--- config.mk ---
export PLATFORM = sky130hd
export DESIGN_NAME = irq_bank
export DESIGN_NICKNAME = d
export VERILOG_FILES = /design/src/rtl/irq_bank_pkg.sv /design/src/rtl/irq_stat_reg.sv /design/src/rtl/irq_mask_reg.sv /design/src/rtl/irq_read_mux.sv /design/src/rtl/irq_bank.sv
export SDC_FILE = /design/constraint.sdc
export NUM_CORES = 1
export LEC_CHECK = 0
export CAP_MARGIN = 5
export CORE_MARGIN = 2
export CORE_UTILIZATION = 38
export DETAILED_ROUTE_END_ITERATION = 12
export PLACE_DENSITY_LB_ADDON = 0.25
export SYNTH_ARGS = -nofsm -noshare
export SYNTH_HDL_FRONTEND = slang
export SYNTH_SLANG_ARGS = --single-unit
--- constraint.sdc ---
create_clock -name clk -period 1.9 [get_ports clk]
set_clock_uncertainty 0.2 [all_clocks]
set_input_delay 0.285 -clock clk [delete_from_list [all_inputs] [get_ports clk]]
set_output_delay 0.285 -clock clk [all_outputs]
set_load 0.01 [all_outputs]
--- src/rtl/irq_bank_pkg.sv ---
// Shared constants for the interrupt register bank: register offsets,
// source bit positions and default build maps.
package irq_bank_pkg;
    localparam int unsigned NUM_SRC_DEF = 10;
    localparam int unsigned ADDR_W_DEF  = 8;

    // Register byte offsets
    localparam int unsigned OFF_STATUS  = 32'h10;
    localparam int unsigned OFF_MASK    = 32'h20;
    localparam int unsigned OFF_ENABLE  = 32'h24;
    localparam int unsigned OFF_DISABLE = 32'h28;

    // Source bit positions (decoded by the protocol engine and software)
    localparam int unsigned BIT_COMPLETE  = 0;
    localparam int unsigned BIT_DATA      = 1;
    localparam int unsigned BIT_NACK      = 2;
    localparam int unsigned BIT_TIMEOUT   = 3;
    localparam int unsigned BIT_SLV_READY = 4;
    localparam int unsigned BIT_RX_OVF    = 5;
    localparam int unsigned BIT_TX_OVF    = 6;
    localparam int unsigned BIT_RX_UNF    = 7;
    localparam int unsigned BIT_ARB_LOST  = 9;

    // Which positions exist, and which of those are level type
    localparam logic [NUM_SRC_DEF-1:0] IMPL_DEF  = 10'h2FF;
    localparam logic [NUM_SRC_DEF-1:0] LEVEL_DEF =
        (10'd1 << BIT_DATA) | (10'd1 << BIT_SLV_READY);
endpackage

--- src/rtl/irq_stat_reg.sv ---
// Status register: one flop per source position.
// - Level positions copy their source.
// - Edge positions set on source and clear on a write-one.
// - A set in the same cycle as a clear wins.
// - Unimplemented positions are forced to zero.
// Assumes clr_i is already qualified by the status-address write decode.
module irq_stat_reg #(
    parameter int unsigned          NUM_SRC   = 10,
    parameter logic [NUM_SRC-1:0]   IMPL_MAP  = 10'h2FF,
    parameter logic [NUM_SRC-1:0]   LEVEL_MAP = 10'h012
) (
    input  logic               clk,
    input  logic               rst_n,
    input  logic [NUM_SRC-1:0] src_i,
    input  logic [NUM_SRC-1:0] clr_i,
    output logic [NUM_SRC-1:0] stat_o
);
    logic [NUM_SRC-1:0] stat_d;

    for (genvar i = 0; i < NUM_SRC; i++) begin : g_bit
        if (LEVEL_MAP[i]) begin : g_level
            // Level type: follow the condition, clears have no effect
            always_comb stat_d[i] = src_i[i];
        end else begin : g_edge
            // Edge type: sticky, event wins over a same-cycle clear
            always_comb stat_d[i] = src_i[i] | (stat_o[i] & ~clr_i[i]);
        end
    end

    // Register the next status, keeping unimplemented positions at zero
    always_ff @(posedge clk) begin
        if (!rst_n) stat_o <= '0;
        else        stat_o <= stat_d & IMPL_MAP;
    end
endmodule

--- src/rtl/irq_mask_reg.sv ---
// Mask register.
// - Set bits block their source.
// - Written only through the enable pulse (clears bits) and the disable
//   pulse (sets bits).
// - Resets to all implemented positions set.
// Assumes en_i and dis_i are never high together (one address per write).
module irq_mask_reg #(
    parameter int unsigned        NUM_SRC  = 10,
    parameter logic [NUM_SRC-1:0] IMPL_MAP = 10'h2FF
) (
    input  logic               clk,
    input  logic               rst_n,
    input  logic               en_i,
    input  logic               dis_i,
    input  logic [NUM_SRC-1:0] bits_i,
    output logic [NUM_SRC-1:0] mask_o
);
    logic [NUM_SRC-1:0] mask_d;

    // Apply the write-one enable or disable to the current mask
    always_comb begin
        mask_d = mask_o;
        if (en_i)       mask_d = mask_o & ~bits_i;
        else if (dis_i) mask_d = mask_o | bits_i;
    end

    // Register the mask, reset to fully blocked
    always_ff @(posedge clk) begin
        if (!rst_n) mask_o <= IMPL_MAP;
        else        mask_o <= mask_d & IMPL_MAP;
    end
endmodule

--- src/rtl/irq_read_mux.sv ---
// Read data select.
// - Status and mask are readable.
// - Write-only and unmapped addresses return zero.
// Purely combinational.
module irq_read_mux #(
    parameter int unsigned NUM_SRC = 10,
    parameter int unsigned ADDR_W  = 8
) (
    input  logic [ADDR_W-1:0]  addr_i,
    input  logic [NUM_SRC-1:0] stat_i,
    input  logic [NUM_SRC-1:0] mask_i,
    output logic [NUM_SRC-1:0] rdata_o
);
    import irq_bank_pkg::*;

    localparam logic [ADDR_W-1:0] A_STAT = ADDR_W'(OFF_STATUS);
    localparam logic [ADDR_W-1:0] A_MASK = ADDR_W'(OFF_MASK);

    // Pick the readable register for the current address
    always_comb begin
        if (addr_i == A_STAT)      rdata_o = stat_i;
        else if (addr_i == A_MASK) rdata_o = mask_i;
        else                       rdata_o = '0;
    end
endmodule

--- src/rtl/irq_bank.sv ---
// Interrupt status and mask register bank (top).
// - Decodes the simple register port into a status clear, a mask enable
//   and a mask disable.
// - Combines unmasked status into irq_o.
// Assumes a single-cycle write strobe and combinational reads.
module irq_bank #(
    parameter int unsigned        NUM_SRC   = irq_bank_pkg::NUM_SRC_DEF,
    parameter int unsigned        ADDR_W    = irq_bank_pkg::ADDR_W_DEF,
    parameter logic [NUM_SRC-1:0] IMPL_MAP  = irq_bank_pkg::IMPL_DEF,
    parameter logic [NUM_SRC-1:0] LEVEL_MAP = irq_bank_pkg::LEVEL_DEF
) (
    input  logic               clk,
    input  logic               rst_n,
    input  logic               reg_wr,
    input  logic [ADDR_W-1:0]  reg_addr,
    input  logic [NUM_SRC-1:0] reg_wdata,
    output logic [NUM_SRC-1:0] reg_rdata,
    input  logic [NUM_SRC-1:0] src_i,
    output logic               irq_o
);
    import irq_bank_pkg::*;

    localparam logic [ADDR_W-1:0] A_STAT = ADDR_W'(OFF_STATUS);
    localparam logic [ADDR_W-1:0] A_EN   = ADDR_W'(OFF_ENABLE);
    localparam logic [ADDR_W-1:0] A_DIS  = ADDR_W'(OFF_DISABLE);

    logic [NUM_SRC-1:0] stat_q;
    logic [NUM_SRC-1:0] mask_q;
    logic [NUM_SRC-1:0] clr_v;
    logic               en_w;
    logic               dis_w;

    // Decode writes into the three write-one actions
    always_comb begin
        clr_v = (reg_wr && reg_addr == A_STAT) ? reg_wdata : '0;
        en_w  = reg_wr && (reg_addr == A_EN);
        dis_w = reg_wr && (reg_addr == A_DIS);
    end

    irq_stat_reg #(
        .NUM_SRC  (NUM_SRC),
        .IMPL_MAP (IMPL_MAP),
        .LEVEL_MAP(LEVEL_MAP)
    ) u_stat (
        .clk   (clk),
        .rst_n (rst_n),
        .src_i (src_i),
        .clr_i (clr_v),
        .stat_o(stat_q)
    );

    irq_mask_reg #(
        .NUM_SRC (NUM_SRC),
        .IMPL_MAP(IMPL_MAP)
    ) u_mask (
        .clk   (clk),
        .rst_n (rst_n),
        .en_i  (en_w),
        .dis_i (dis_w),
        .bits_i(reg_wdata),
        .mask_o(mask_q)
    );

    irq_read_mux #(
        .NUM_SRC(NUM_SRC),
        .ADDR_W (ADDR_W)
    ) u_rd (
        .addr_i (reg_addr),
        .stat_i (stat_q),
        .mask_i (mask_q),
        .rdata_o(reg_rdata)
    );

    // Raise the request when any set status bit is unblocked
    always_comb irq_o = |(stat_q & ~mask_q);
endmodule

==> reports/qor.csv, run 1 <==
metric,value,unit
largest net degree at the start of global routing,19,
clock sink total,18,
Final min period,2.14,ns
Synth Cell Area,0.00104,mm^2
synth warn,0,
Overflow after GRT,0,
layout net count,232,
CTS Root Buffer Type,clkbuf_4,
vias in the first global route,1216,
first-pass GRT wire length,5740,um
setup repair after global routing missed its margin,yes,
Routed WL per cell,16.1,um
share of power burned in registers,47.2,%
Cells after Synth,133,
die width,56.3,um
Seq cells post-synth,18,
most frequent cells in the layout,"buf_4 (30), clkdlybuf4s50_1 (24), buf_6 (16)",
outcome,"finished, violations left",
Core Box Area,0.00252,mm^2
Sw Share,27.5,%
"Clk Latency, worst-skew pair",0.30,ns
cell accounting for the most synthesized area,dfxtp_1,
share of cells above drive strength 1,39.5,%
dpl cell area,0.00167,mm^2
slowest CP cell,or4_4,
Worst path max stage delay,0.55,ns
reg2reg start,u_mask.mask_o[9]$_SDFFE_PN1P_,
post-synthesis cell type count,27,
Crit Path Category,primary input to primary output,
"Max FO, Critical Path",5,
Vias,1313,
post-route cell area,0.00189,mm^2
critical path startpoint,reg_addr[6],
RD Place Congestion,0.825,
Filler cells,192,
via-per-instance ratio,5.71,
total length of routed wires,3710,um
worst hold path class,primary input to register,
Mapped Nets,164,
# rows,18,
HPWL after detailed placement,2610,um
TritonCTS clock tree,done,
Max Buffers Root-to-Sink,2,
DR pass1 iterations,4,
failing checks,setup timing,
Pins Over Slew Limit,0,
Final ANT Viol Nets,0,
synth top area cells,"dfxtp_1 (35%), a22oi_1 (7.2%), o311ai_1 (5.9%), o41ai_1 (5.9%), nor2_1 (5.8%)",
drt drc,0,
"delay-heaviest family, CP",simple AND/OR/NAND/NOR gates,
Total Power,0.849,mW
GRT Total Usage,23.0,%
slew margin rel.,64.2,%
die height,56.3,um
Die Area,0.00317,mm^2
final worst-path cycle share,112,%
Worst Setup End Kind,primary output,
clock share of power,29.5,%
Ports,42,
CP Buf/Inv Count,3,
"commonest non-fill, non-tap cell in the layout",buf_4,
initial core utilization,41.2,%
crit-path cells,buf_6 -> or4_4 -> or3_4 -> buf_6 -> nor2_4 -> buf_6,
ANT cells,0,
Final Hold Vio Count,0,
final setup violating endpoints,13,
"Seq/Total Area, Yosys",34.7,%
Mapped Avg Cell Area,7.81,um^2
Max-Cap Viols,0,
port bufs,38,
fmax,0.468,GHz
fin worst setup slack,-0.236,ns
total CTS buffers,3,
Post-CTS Hold Buffers,0,
final core occ,74.9,%
Pwr per Cell Area,449,mW/mm^2
maximum VDD drop,0.348,mV
Pleak,0.769,nW
Logic pwr share,23.3,%
Synth top area share,34.7,%
WHS,0.338,ns
initial antenna violation count,0,
Tightest Pin Transition,0.531,ns
DR iter-0 viols,43,
crit path launch type,primary input,
"Reg clk slew, reported paths",0.11,ns
Critical Path AT,1.65,ns
Synth-to-Final Area Change,81.9,%
Sw Pwr,0.233,mW
CP required,1.41,ns
Critical Path Most Common Cell,buf_6,
H-tree levels,1,
hold_sp,src_i[1],
internal power,0.615,mW
## final timing paths
check                                  endpoint  slack (ns)  cells past startpoint
setup / recovery                   reg_rdata[0]       -0.24                      6
hold / removal      u_stat.stat_o[1]$_SDFF_PN0_        0.34                      2
setup reg to reg  u_mask.mask_o[9]$_SDFFE_PN1P_        0.66                      3
hold reg to reg     u_stat.stat_o[9]$_SDFF_PN0_        0.36                      2
## power groups by stage
stage / Combinational, mW / Sequential, mW / Clock (mW)
after global placement: 0.175 / 0.406 / 0
final: 0.198 / 0.400 / 0.250
after detailed placement: 0.181 / 0.407 / 0
after global routing: 0.210 / 0.402 / 0.271
after floorplan: 0.0745 / 0.405 / 0
after CTS: 0.183 / 0.399 / 0.251
## sequential cells by signal, summed over array words and instances (netlist names)
register	flops
u_mask.mask_o	9
u_stat.stat_o	9
## worst register-to-register path: stages, from the launching register on
cell and delay, ns:
dfxtp_1 0.35, buf_4 0.15, a21boi_0 0.24, o311ai_2 0.16
## Yosys cell counts, drive strengths merged
library cell and count:
conb 1, a222oi 1, clkbuf 7, inv 8, nand3 1, a22oi 10, nor2b 7, and2 2
nor2 16, or3 2, o21ai 7, nor4 2, nor4b 1, nand2 9, o41ai 7, a2111oi 1
o311ai 7, buf 4, a21boi 7, or4 3, nand2b 3, dfxtp 18, a21oi 7, o221ai 2
## through the flow
stage | setup WS [ns] | instances | TNS [ns]
after floorplan | -0.0433 | 133 | -0.390
after global placement | -0.907 | 215 | -15.09
after detailed placement | -0.958 | 215 | -16.28
after CTS | -0.323 | 223 | -2.02
after global routing | -0.259 | 230 | -2.34
final | -0.236 | 230 | -1.98
## routing by layer
metal | track usage, % | vias up | routed length (um)
li1 | - | 633 | -
met1 | 31.3 | 607 | 1540
met2 | 38.7 | 63 | 1860
met3 | 2.30 | 10 | 226
met4 | 6.12 | 0 | 80
met5 | 0 | - | 0
## kinds of logic (layout without fill, tap and decap cells)
group / Yosys count / in the layout / share of synthesized area [%]
buffers and inverters: 19 / 85 / 7.47
flip-flops: 18 / 18 / 34.7
AND/OR/NAND/NOR: 46 / 47 / 23.1
AO/OA/AOI/OAI: 49 / 49 / 34.3
other: 1 / 1 / 0.361
## what timing repair did
item / 4_1_cts / 5_1_grt
cloned: 1 / 0
resized for setup: 63 / 24
setup buffers: 4 / 7
pin swaps: 6 / 8
setup endpoints to repair: 26 / 10
## area by class of cell
class / instances / area (um^2) / share of cell area, %
inverter: 8 / 30.0 / 1.59
timing repair buffer: 73 / 666 / 35.2
tap: 30 / 37.5 / 1.99
sequential: 18 / 364 / 19.3
multi-input combinational: 97 / 756 / 40.0
clock buffer: 4 / 36.3 / 1.92
Power figures use the tool's default switching activity.
==> inputs of run 2 (changes only) <==
- CORE_MARGIN: 2 -> 8
==> run 2 against run 1 <==
The run still ends with setup timing left; flip-flop and latch count unchanged; non-clock buffer count down 6; design area down 3.2%; wire length increased by 2.8%.
==> reports/qor.csv, run 2 (synthesized netlist as in run 1, its figures left out) <==
metric,value,unit,change
final worst-path cycle share,114,%,+1.9 points
grt met3 use,4.42,%,+2.1 points
Crit Path Category,primary input to primary output,,
"Clk Latency, worst-skew pair",0.29,ns,about the same
Logic pwr share,22.2,%,-1.1 points
die width,68.3,um,+21%
Critical Path AT,1.69,ns,+0.04 ns
Final min period,2.17,ns,+0.0367 ns
CP required,1.41,ns,about the same
met2 capacity usage during global routing,28.7,%,-9.9 points
Synth-to-Final Area Change,76.1,%,
DR pass1 iterations,4,,unchanged
Sw Share,26.9,%,-0.59 points
Critical Path Most Common Cell,buf_6,,
GR peak layer,met2,,
vias in the first global route,1269,,+4.4%
worst hold path class,primary input to register,,
Total Power,0.834,mW,-1.7%
TNS Setup,-2.14,ns,-0.151 ns
"Reg clk slew, reported paths",0.12,ns,about the same
HPWL after detailed placement,2770,um,+6.2%
clock share of power,29.7,%,+0.2 points
Routed WL per cell,16.9,um,+5.1%
TritonCTS clock tree,done,,
clock sink total,18,,unchanged
Pwr per Cell Area,456,mW/mm^2,+1.6%
Core Box Area,0.00269,mm^2,+6.5%
total length of routed wires,3810,um,+2.8%
ANT cells,0,,unchanged
Sw Pwr,0.224,mW,-3.8%
r2r setup slk,0.75,ns,+0.09 ns
initial core utilization,38.7,%,-2.5 points
Die Area,0.00466,mm^2,+47%
Max-Cap Viols,0,,unchanged
fin worst setup slack,-0.272,ns,-0.0367 ns
layout net count,226,,-2.6%
crit-path cells,buf_6 -> or4_4 -> or3_4 -> buf_12 -> nor2_4 -> buf_6,,
die height,68.3,um,+21%
crit path launch type,primary input,,
RD Place Congestion,0.852,,+3.2%
Vias,1292,,-1.6%
Final ANT Viol Nets,0,,unchanged
most frequent cells in the layout,"clkdlybuf4s50_1 (24), buf_4 (24), dfxtp_1 (16)",,
setup repair after global routing missed its margin,yes,,
via-per-instance ratio,5.74,,+0.59%
initial antenna violation count,0,,unchanged
CTS Root Buffer Type,clkbuf_4,,
GRT Total Usage,16.9,%,-6.1 points
Overflow after GRT,0,,unchanged
first-pass GRT wire length,6070,um,+5.7%
maximum VDD drop,0.607,mV,+75%
port bufs,38,,unchanged
share of cells above drive strength 1,33.5,%,-6.0 points
drt drc,0,,unchanged
internal power,0.610,mW,-0.86%
Regs by FF count,"u_mask.mask_o x9, u_stat.stat_o x9",,
Ports,42,,unchanged
Max Buffers Root-to-Sink,2,,unchanged
DR iter-0 viols,91,,+110%
Final Hold Vio Count,0,,unchanged
"Max FO, Critical Path",4,,-1
Worst Setup End Kind,primary output,,
Worst path max stage delay,0.54,ns,about the same
fmax,0.460,GHz,-1.7%
failing checks,setup timing,,
Post-CTS Hold Buffers,0,,unchanged
largest net degree at the start of global routing,19,,unchanged
met1 Usage GRT,21.7,%,-9.6 points
# rows,19,,+1
Pleak,0.747,nW,-2.9%
share of power burned in registers,48.0,%,+0.8 points
total CTS buffers,3,,unchanged
H-tree levels,1,,unchanged
slowest CP cell,or4_4,,
Pins Over Slew Limit,0,,unchanged
outcome,"finished, violations left",,
final setup violating endpoints,9,,-4
-- run 2: repair_timing --
item,in CTS,in global routing
gates cloned,1,0
buffers inserted,5,0
gates resized for setup,66,9
pin swaps,6,6
setup endpoints to repair,26,11
-- run 2: power by group through the flow --
stage	Sequential (mW)	Combinational (mW)	Clock, mW
finish	0.401	0.186	0.248
global placement	0.407	0.172	0
floorplan	0.405	0.0745	0
CTS	0.399	0.181	0.249
global route	0.403	0.202	0.269
detailed placement	0.408	0.176	0
-- run 2: area by class of cell --
| class | instances | area, um^2 |
|---|---|---|
| Inverter | 8 | 30.0 |
| Tap cell | 31 | 38.8 |
| Fill cell | 225 | 857 |
| Multi-Input combinational cell | 97 | 723 |
| Clock buffer | 4 | 36.3 |
| Sequential cell | 18 | 363 |
| Timing Repair Buffer | 67 | 638 |
-- run 2: worst max-delay path: cells and delay by family --
kind	cells	cell delay [ns]
and+or+nand+nor	3	1.05
buffers and inverters	3	0.34
-- run 2: through the flow --
stage | area (um^2) | util [%] | worst slack [ns] | instances | hold slack [ns]
floorplan | 1130 | - | -0.0433 | 133 | 0.207
global placement | 1660 | 61.9 | -0.925 | 215 | 0.327
detailed placement | 1660 | 61.9 | -0.966 | 215 | 0.340
CTS | 1780 | 66.4 | -0.278 | 225 | 0.333
global route | 1830 | 68.1 | -0.290 | 225 | 0.357
finish | 1830 | 68.1 | -0.272 | 225 | 0.331
-- run 2: per-layer routing --
layer  vias up  part of all wire, %
met1       617                   42
met4         0                 0.37
met5         -                    0
li1        623                    -
met2        50                   50
met3         2                  7.6
-- run 2: path summary, 6_finish.rpt --
path | cells after the start | from | to
max reg2reg | 3 | u_mask.mask_o[2]$_SDFFE_PN1P_ | u_mask.mask_o[2]$_SDFFE_PN1P_
min reg2reg | 2 | u_mask.mask_o[1]$_SDFFE_PN1P_ | u_mask.mask_o[1]$_SDFFE_PN1P_
max | 6 | reg_addr[6] | reg_rdata[7]
min | 2 | src_i[1] | u_stat.stat_o[1]$_SDFF_PN0_
==> inputs of run 3 (changes only) <==
- CORE_UTILIZATION: 38 -> 42
- clock period: 1.9 -> 2.15 ns (I/O delays scaled with it)
==> run 3 against run 2 <==
The flow still finishes with violations (setup timing); critical path depth is the same; largest power group unchanged; worst hold slack improved by 0.0083 ns; total power shrank 14%; register-to-register slack gained 0.40 ns; critical path type unchanged; via count down 7.2%.
==> reports/qor.csv, run 3 (synthesized netlist as in run 1, its figures left out) <==
metric,value,unit,change
Core Box Area,0.00241,mm^2,-10%
via-per-instance ratio,5.76,,+0.39%
Crit Path Category,primary input to primary output,,
HPWL after detailed placement,2480,um,-10%
hold_sp,u_mask.mask_o[6]$_SDFFE_PN1P_,,
Max-Cap Viols,0,,unchanged
final worst-path cycle share,102,%,
maximum VDD drop,0.311,mV,-49%
Max Buffers Root-to-Sink,2,,unchanged
ANT cells,0,,unchanged
TNS Setup,-0.266,ns,+1.87 ns
Ports,42,,unchanged
Final Hold Vio Count,0,,unchanged
H-tree levels,1,,unchanged
pre-CTS worst setup slack,-0.835,ns,+0.130 ns
die width,65.7,um,-3.7%
final setup violating endpoints,9,,unchanged
vias in the first global route,1193,,-6.0%
r2r setup slk,1.15,ns,+0.40 ns
DR pass1 iterations,5,,+1
clock share of power,30.4,%,+0.7 points
"Max FO, Critical Path",4,,unchanged
multi-input gate area in the final layout,664,um^2,-8.1%
total length of routed wires,3670,um,-3.6%
Pwr per Cell Area,445,mW/mm^2,-2.4%
fmax,0.456,GHz,
Logic pwr share,20.2,%,-2.0 points
Vias,1199,,-7.2%
most frequent cells in the layout,"clkdlybuf4s50_1 (24), dfxtp_1 (18), buf_4 (12)",,
Final ANT Viol Nets,0,,unchanged
internal power,0.525,mW,-14%
share of cells above drive strength 1,24.7,%,-8.8 points
drt drc,0,,unchanged
first-pass GRT wire length,5660,um,-6.7%
worst hold path class,register to register,,
"Reg clk slew, reported paths",0.11,ns,about the same
CP required,1.63,ns,+0.22 ns
reg2reg start,u_mask.mask_o[3]$_SDFFE_PN1P_,,
setup repair after global routing missed its margin,yes,,
GRT Total Usage,16.5,%,-0.44 points
RD Place Congestion,0.860,,+0.94%
"commonest non-fill, non-tap cell in the layout",clkdlybuf4s50_1,,
fin worst setup slack,-0.0448,ns,+0.228 ns
Sw Share,26.7,%,-0.24 points
layout net count,210,,-7.1%
Critical Path AT,1.67,ns,-0.02 ns
crit path launch type,primary input,,
Regs by FF count,"u_mask.mask_o x9, u_stat.stat_o x9",,
port bufs,38,,unchanged
total CTS buffers,3,,unchanged
Worst Setup End Kind,primary output,,
share of power burned in registers,49.4,%,+1.4 points
clock sink total,18,,unchanged
DR iter-0 viols,45,,-51%
Pleak,0.659,nW,-12%
initial core utilization,43.1,%,+4.4 points
failing checks,setup timing,,
"Clk Latency, worst-skew pair",0.30,ns,about the same
# rows,18,,-1
initial antenna violation count,0,,unchanged
die height,65.7,um,-3.7%
register area,360,um^2,-0.69%
Overflow after GRT,0,,unchanged
outcome,"finished, violations left",,
TritonCTS clock tree,done,,
Synth-to-Final Area Change,54.9,%,
CTS Root Buffer Type,clkbuf_4,,
Final min period,2.19,ns,
Routed WL per cell,17.7,um,+4.2%
largest net degree at the start of global routing,19,,unchanged
Sw Pwr,0.191,mW,-15%
Pins Over Slew Limit,0,,unchanged
Filler cells,199,,-12%
critical path startpoint,reg_addr[0],,
Die Area,0.00432,mm^2,-7.3%
==> run 3: changes by cell type in the layout (fill, tap and decap cells not counted), moves of 2 or more <==
cell     change
or3_4        -2
nor2_2       +3
dfxtp_2      -2
buf_2        +3
buf_4       -12
buf_6        -6
nor2_4       -3
dfxtp_1      +2
==> run 3: final timing paths <==
path	endpoint	cells after the start
max reg2reg	u_mask.mask_o[3]$_SDFFE_PN1P_	2
min	u_mask.mask_o[6]$_SDFFE_PN1P_	2
max	reg_rdata[5]	6
min reg2reg	u_mask.mask_o[6]$_SDFFE_PN1P_	2
==> run 3: power groups by stage <==
stage | clock, mW | combinational (mW) | sequential, mW
floorplan | 0 | 0.0570 | 0.358
global placement | 0 | 0.133 | 0.360
detailed placement | 0 | 0.136 | 0.360
CTS | 0.226 | 0.139 | 0.353
global route | 0.235 | 0.155 | 0.355
finish | 0.218 | 0.145 | 0.354
==> run 3: per-layer routing <==
metal  share of wire, %  track usage, %  up-vias
met2                 50            29.0       56
met3                8.5            5.61        6
li1                   -               -      587
met5                  0               0        -
met4                1.4            3.81        0
met1                 40            18.6      550
==> run 3: timing repair <==
action | 4_1_cts | 5_1_grt
hold buffers | 0 | 0
setup buffers | 2 | 0
endpoints found under the setup margin | 17 | 10
pin swaps | 11 | 2
gates resized for setup | 63 | 13
==> run 3: final cells by class <==
cell class,instances,area share [%]
well taps,30,2.33
clock buffers,4,2.26
repair buffers,52,29.9
multi-input cells,96,41.3
inverters,8,1.87
flip-flops and latches,18,22.4
==> run 3: worst max-delay path: stages <==
cell	delay, ns
buf_6	0.09
or4_4	0.52
or3_4	0.38
buf_6	0.16
nor2_4	0.09
buf_6	0.11
==> run 3: per-stage QoR <==
| step | instance area [um^2] | util (%) | total power, mW | hold slack (ns) | cells |
|---|---|---|---|---|---|
| floorplan | 1040 | - | 0.415 | 0.244 | 133 |
| global placement | 1500 | 62.2 | 0.493 | 0.312 | 202 |
| detailed placement | 1500 | 62.2 | 0.496 | 0.326 | 202 |
| CTS | 1560 | 64.6 | 0.718 | 0.342 | 208 |
| global route | 1610 | 66.8 | 0.744 | 0.365 | 208 |
| finish | 1610 | 66.8 | 0.717 | 0.339 | 208 |
